===== config.mk =====
export PLATFORM = sky130hd
export DESIGN_NAME = mcu_ctrl
export DESIGN_NICKNAME = d
export VERILOG_FILES = /design/src/rtl/mcu_pkg.sv /design/src/rtl/mcu_rd_slot.sv /design/src/rtl/mcu_wr_slot.sv /design/src/rtl/mcu_alu.sv /design/src/rtl/mcu_ctrl.sv
export SDC_FILE = /design/constraint.sdc
export NUM_CORES = 1
export LEC_CHECK = 0
export BUFFER_PORTS_ARGS = -buffer_cell sky130_fd_sc_hd__buf_4
export CORE_UTILIZATION = 56
export CTS_CLUSTER_DIAMETER = 120
export DETAILED_ROUTE_END_ITERATION = 10
export PLACE_DENSITY = 0.86
export SYNTH_ARGS = -nofsm -noshare
export SYNTH_HDL_FRONTEND = slang
export SYNTH_SLANG_ARGS = --single-unit
export TNS_END_PERCENT = 5

===== constraint.sdc =====
create_clock -name clk_i -period 7.2 [get_ports clk_i]
set_clock_uncertainty 0.2 [all_clocks]
set_input_delay 1.44 -clock clk_i [delete_from_list [all_inputs] [get_ports clk_i]]
set_output_delay 1.44 -clock clk_i [all_outputs]
set_load 0.05 [all_outputs]

===== src/rtl/mcu_pkg.sv =====
package mcu_pkg;
  localparam int unsigned MCU_N_RD = 3;
  localparam int unsigned MCU_N_WR = 2;
  localparam int unsigned MCU_DW   = 16;
endpackage


===== src/rtl/mcu_rd_slot.sv =====
module mcu_rd_slot #(
  parameter int unsigned DW = 16
) (
  input  logic          clk_i,
  input  logic          rst_ni,
  input  logic          start_i,
  input  logic          used_i,
  input  logic          busy_i,
  input  logic          go_i,
  input  logic [DW-1:0] d_i,
  output logic          req_o,
  output logic          done_o,
  output logic          rel_o,
  output logic [DW-1:0] q_o
);
  logic done_q, rel_q, acc;
  logic [DW-1:0] q_q;

  assign req_o = busy_i & ~done_q;
  assign acc   = go_i & req_o;

  always_ff @(posedge clk_i or negedge rst_ni) begin
    if (!rst_ni) begin
      done_q <= 1'b1;
      rel_q  <= 1'b0;
      q_q    <= '0;
    end else begin
      rel_q <= acc;
      if (start_i) begin
        done_q <= ~used_i;
        q_q    <= '0;
      end else if (acc) begin
        done_q <= 1'b1;
        q_q    <= d_i;
      end
    end
  end

  assign done_o = done_q;
  assign rel_o  = rel_q;
  assign q_o    = q_q;
endmodule


===== src/rtl/mcu_wr_slot.sv =====
module mcu_wr_slot (
  input  logic clk_i,
  input  logic rst_ni,
  input  logic start_i,
  input  logic used_i,
  input  logic busy_i,
  input  logic rd_all_i,
  input  logic go_i,
  output logic req_o,
  output logic done_nxt_o
);
  logic done_q;

  assign req_o      = busy_i & rd_all_i & ~done_q;
  assign done_nxt_o = done_q | (go_i & req_o);

  always_ff @(posedge clk_i or negedge rst_ni) begin
    if (!rst_ni)      done_q <= 1'b1;
    else if (start_i) done_q <= ~used_i;
    else              done_q <= done_nxt_o;
  end
endmodule


===== src/rtl/mcu_alu.sv =====
module mcu_alu #(
  parameter int unsigned N_RD = 3,
  parameter int unsigned N_WR = 2,
  parameter int unsigned DW   = 16
) (
  input  logic [N_RD*DW-1:0] op_i,
  output logic [N_WR*DW-1:0] res_o
);
  logic [DW-1:0] sum, xr;

  always_comb begin
    sum = '0;
    xr  = '0;
    for (int i = 0; i < N_RD; i++) begin
      sum = sum + op_i[i*DW +: DW];
      xr  = xr ^ op_i[i*DW +: DW];
    end
  end

  // slot 0 sum, slot 1 xor, further slots repeat the pattern
  for (genvar j = 0; j < N_WR; j++) begin : g_res
    if (j % 2 == 0) begin : g_sum
      assign res_o[j*DW +: DW] = sum;
    end else begin : g_xor
      assign res_o[j*DW +: DW] = xr;
    end
  end
endmodule


===== src/rtl/mcu_ctrl.sv =====
module mcu_ctrl
  import mcu_pkg::*;
#(
  parameter int unsigned N_RD = MCU_N_RD,
  parameter int unsigned N_WR = MCU_N_WR,
  parameter int unsigned DW   = MCU_DW
) (
  input  logic               clk_i,
  input  logic               rst_ni,
  input  logic               issue_i,
  input  logic [N_RD-1:0]    rd_use_i,
  input  logic [N_WR-1:0]    wr_use_i,
  input  logic [N_RD-1:0]    go_rd_i,
  input  logic [N_WR-1:0]    go_wr_i,
  input  logic [N_RD*DW-1:0] opnd_i,
  output logic               busy_o,
  output logic [N_RD-1:0]    rd_req_o,
  output logic [N_RD-1:0]    rd_rel_o,
  output logic [N_WR-1:0]    wr_req_o,
  output logic [N_WR*DW-1:0] result_o
);
  localparam int unsigned OPW = N_RD * DW;

  logic            busy_q, start, rd_all;
  logic [N_RD-1:0] rd_done;
  logic [N_WR-1:0] wr_done_nxt;
  logic [OPW-1:0]  op_q;

  assign start  = issue_i & ~busy_q;
  assign rd_all = &rd_done;

  for (genvar i = 0; i < N_RD; i++) begin : g_rd
    mcu_rd_slot #(.DW(DW)) u_rd (
      .clk_i  (clk_i),
      .rst_ni (rst_ni),
      .start_i(start),
      .used_i (rd_use_i[i]),
      .busy_i (busy_q),
      .go_i   (go_rd_i[i]),
      .d_i    (opnd_i[i*DW +: DW]),
      .req_o  (rd_req_o[i]),
      .done_o (rd_done[i]),
      .rel_o  (rd_rel_o[i]),
      .q_o    (op_q[i*DW +: DW])
    );
  end

  for (genvar j = 0; j < N_WR; j++) begin : g_wr
    mcu_wr_slot u_wr (
      .clk_i     (clk_i),
      .rst_ni    (rst_ni),
      .start_i   (start),
      .used_i    (wr_use_i[j]),
      .busy_i    (busy_q),
      .rd_all_i  (rd_all),
      .go_i      (go_wr_i[j]),
      .req_o     (wr_req_o[j]),
      .done_nxt_o(wr_done_nxt[j])
    );
  end

  always_ff @(posedge clk_i or negedge rst_ni) begin
    if (!rst_ni)                          busy_q <= 1'b0;
    else if (start)                       busy_q <= 1'b1;
    else if (busy_q & rd_all & (&wr_done_nxt)) busy_q <= 1'b0;
  end

  mcu_alu #(.N_RD(N_RD), .N_WR(N_WR), .DW(DW)) u_alu (
    .op_i (op_q),
    .res_o(result_o)
  );

  assign busy_o = busy_q;
endmodule


Word level (Yosys, flattened, before mapping)
Cells that the tools add are included.
Widths: inputs -> output; s select.
{ "op_classes": {"bitwise": 28, "add_sub_neg": 2, "n_reduce_logical": 6, "n_mux": 16} }
{ "ops": {"columns": ["cell", "count"], "rows": [
  ["$mux 16", 6],
  ["$add 16x16->16", 2],
  ["$xor 16x16->16", 2],
  ["$and 1x1->1", 13],
  ["$not 1->1", 11],
  ["$mux 1", 10],
  ["$reduce_bool 2->1", 4],
  ["$reduce_and 3->1", 1],
  ["$or 1x1->1", 2],
  ["$reduce_and 2->1", 1]
]} }
{ "totals": {"in_bits": 61, "word_cells": 64, "ff_bits": 57, "output_inout_bits": 41} }

Depth between registers and ports, before layout
{ "logic_depth": {"depth_word": 9, "depth_mapped": 10, "ltp_nobuf": 10} }

Modules after synthesis
Synthesis repeated with hierarchy kept, for this count alone.
{ "hier_totals": {"cells_unflattened": 377, "hier_area_um2": 3958.8} }
{ "by_module_without_submodules": {"columns": ["module", "area_each_um2", "cells_each", "seq_area_each_um2", "instances"], "rows": [
  ["mcu_rd_slot", 884.6, 75, 451.7, 3],
  ["mcu_alu", 1134.8, 135, 0.0, 1],
  ["mcu_wr_slot", 53.8, 6, 26.3, 2],
  ["mcu_ctrl", 62.6, 5, 25.0, 1]
]} }

Worst setup path before layout
No wires, ideal clock.
{ "synth_timing": {"path_kind": "flip-flop to output port", "startpoint": "reg g_rd[0].u_rd.q_q[1]", "endpoint": "out result_o[11]", "path_stages_with_launch": 8, "required_time_ns": 5.560, "path_slack_ns": 2.061, "path_buffers": 0, "t_arrival_ns": 3.499, "cell_sequence": "dfrtp_1 -> fa_1 -> ha_1 -> fa_1 -> a21o_1 -> a21o_1 -> o2111ai_2 -> a311oi_1"} }
{ "synth_between": {"elab_chain_cells": 2} }
{ "synth_rtl": {"columns": ["item", "line_no", "rtl"], "rows": [
  ["from (decl)", "mcu_rd_slot.sv:17", "logic [DW-1:0] q_q;"],
  ["from (signal assigned)", "mcu_rd_slot.sv:34", "q_q <= d_i;"],
  ["$add 16x16->16 (2 in a row)", "mcu_alu.sv:15", "sum = sum + op_i[i*DW +: DW];"],
  ["to (decl)", "mcu_ctrl.sv:20", "output logic [N_WR*DW-1:0] result_o"]
]} }
No other way between the ends.

Worst setup path after layout
{ "layout_timing": {"startpoint": "reg g_rd[0].u_rd.q_q[1]", "endpoint": "out result_o[15]"} }
Same word-level chain as after synthesis.

==> results.toml <==
[run_status]
outcome = "finished, final reports clean"

[clocking]
post-cts-setup-buffers = 0
numCtsBuffers = 9
cts_root_buf = "clkbuf_8"
cts_tree = "yes"
postCtsHoldBufs = 0
post_cts_resized = 0
clkLatencyLatePin_ns = 0.33
h-tree-depth = 3
cts_buffer_depth = 2
clk_pin_slew_ns = 0.06
cts_sinks = 57

[setup_path]
r2r_end = "g_rd[1].u_rd.q_o[11]$_DFFE_PN0P_"
crit_type = "register to output pin"
worstSetupEndpointType = "output pin"
r2r_slack_ns = 4.90
worstPathRequired_ns = 5.56
cp.arrival_ns = 3.14
endpoint = "result_o[15]"
ff2ff_path_depth = 3
start_kind = "register"
crit_start = "g_rd[0].u_rd.q_o[1]$_DFFE_PN0P_"
crit_fanout = 3
worstReg2RegStart = "busy_o$_DFFE_PN0P_"

[cells_and_area]
multi_input_area_sq_um = 1780
antenna_cells = 0
area_delta_synth_final_pct = 24.6
drive_gt1_share_pct = 25.9
register_area_sq_um = 1430
fill_cells = 446
nets = 566
fin_area_sq_um = 4320

[floorplan]
core-area_sq_um = 5960
fp.dieW_um = 80.7
rows = 28
die_h_um = 80.7
boundaryPins = 102
start_util_pct = 58.2
die_area_sq_um = 6510

[synth]
yosysSeqAreaShare_pct = 41.3
synth_cell_types = 42
syn_nets = 482
synth-edff-count = 0
syn_inst = 391
postSynthAreaPerCell_sq_um = 8.86
synth_area_sq_um = 3470
synthArstFlopShare_pct = 100
ys.flop_type = "dfrtp_1"
ys.warnings.count = 0
ys_ff_latch = 57

[timing]
period_share_pct = 66.3
fin_ws_ns = 2.42
maxSlewViolCount = 0
relSlewSlack_pct = 20.8
finalSetupTns_ns = 0
tightest_slew_ns = 1.19
setup_violations = 0
fmax_mhz = 209
finalHoldViolCount = 0
rsz0062_at_grt = "false"
final.min_clock_period_ns = 4.78

[global_route]
grt_max_degree = 58
grt_first_pass_wirelength_um = 13100
antenna_found_initial = 0
gr-total-overflow = 0
grt_pass1_vias = 2848
grt.total_usage_pct = 27.2

[route]
vias = 3006
totalWireLength_um = 8210
post_drt_wl_per_cell_um = 14.8
viasPerCell = 5.43
ant_nets = 0
drc = 0
drt-initial-drc-count = 215
dr.pass1.iters = 5

[flow_run]
cap_violations = 0

[placed_design]
hpwlAfterDp_um = 5940
place_congestion = 0.827
portBuffers = 101
placement.cell_area_sq_um = 4160
pre_cts_ws_ns = 2.77

[hold_path]
hp-class = "register to register"
## sequential cells by signal, summed over array words and instances, names as in the netlist
| signal | flops |
|---|---|
| g_wr.u_wr.done_q | 2 |
| g_rd.u_rd.q_o | 48 |
| g_rd.u_rd.rel_o | 3 |
| busy_o | 1 |
| g_rd.u_rd.done_o | 3 |
## logic make-up after synthesis
kind of cell | Yosys count | share of synthesized area, %
flip-flops | 57 | 41.3
buffers and inverters | 55 | 7.51
AO/OA/AOI/OAI | 96 | 16.1
adder cells (fa/ha/maj) | 30 | 14.3
XOR/XNOR | 14 | 3.54
AND/OR/NAND/NOR | 137 | 16.6
multiplexers | 2 | 0.578
## synth_stat cells, types with 2 or more instances
library cell    n  share of area, %
clkbuf_1        3              0.32
inv_1          27               2.9
xor2_1          3              0.76
mux2i_1         2              0.58
buf_4           9               1.9
fa_1           16               9.2
nor2_1         12               1.3
nand2_1       104                11
a21o_1          4              0.87
a21oi_1        16               2.3
clkbuf_2        6              0.87
nand4_1         2              0.36
o21ai_1         2              0.29
nor2b_1         4              0.72
o21ai_0        60               8.7
dfrtp_1        52                38
nand2b_1        2              0.36
and4_1          2              0.51
ha_1           14               5.1
xnor2_1        11               2.8
buf_2          10               1.4
dfstp_2         5               3.8
nor3_1          3              0.43
and2_1          4              0.72
## placed cells by master (no fill, tap or decap), drive strengths merged, types with 2 or more instances in the layout
cell type  count
mux2i          2
nand4          2
nand2b         2
ha            14
xnor2         11
nor3           3
inv           27
a21oi         17
clkbuf        15
nor2b          4
o21ai         62
buf          101
fa            16
and4           3
nor2          12
xor2           3
nand2        104
a211oi         2
a21o           4
dfrtp         52
and2           5
dfstp          5
## layer usage
metal / GRT usage, % / share of wire [%]
met5: 0 / 0
met4: 7.32 / 0.89
met3: 7.61 / 6.2
met2: 44.9 / 50
met1: 35.1 / 43
## worst max-delay path, stage by stage, from the launching register on
cell and delay [ns]:
dfrtp_1 0.41, fa_1 0.51, ha_1 0.27, fa_1 0.42, a21o_1 0.21, a21o_1 0.18, o2111ai_2 0.21, a41oi_2 0.17
xnor2_1 0.21, buf_4 0.22
## metrics by stage
stage                     instances  util, %  hold WS, ns
final                           554     72.5        0.327
after global routing            554     72.5        0.360
after CTS                       554     72.5        0.331
after detailed placement        539     69.9        0.325
after global placement          539     69.9        0.315
after floorplan                 391        -        0.303
## worst min-delay path by stage
stage	from	end	slack [ns]	depth (start not counted)
final	g_rd[1].u_rd.q_o[3]$_DFFE_PN0P_	g_rd[1].u_rd.q_o[3]$_DFFE_PN0P_	0.33	2
after global routing	g_rd[0].u_rd.q_o[5]$_DFFE_PN0P_	g_rd[0].u_rd.q_o[5]$_DFFE_PN0P_	0.36	2
after CTS	g_rd[1].u_rd.q_o[3]$_DFFE_PN0P_	g_rd[1].u_rd.q_o[3]$_DFFE_PN0P_	0.33	2
after detailed placement	g_rd[1].u_rd.q_o[3]$_DFFE_PN0P_	g_rd[1].u_rd.q_o[3]$_DFFE_PN0P_	0.32	2
after global placement	g_rd[2].u_rd.q_o[0]$_DFFE_PN0P_	g_rd[2].u_rd.q_o[0]$_DFFE_PN0P_	0.31	2
after floorplan	g_rd[0].u_rd.q_o[0]$_DFFE_PN0P_	g_rd[0].u_rd.q_o[0]$_DFFE_PN0P_	0.30	2
## cell type report
class                      count  share of cell area (%)
clock buffer                  15                    3.62
timing repair buffer         101                    17.6
inverter                      27                    2.35
multi-input combinational    279                    41.1
tap                           75                    2.17
sequential                    57                    33.2
Power is left out: the tool's default activity adds up to more than one toggle a clock period on the data nets, which glitch-free logic cannot reach.
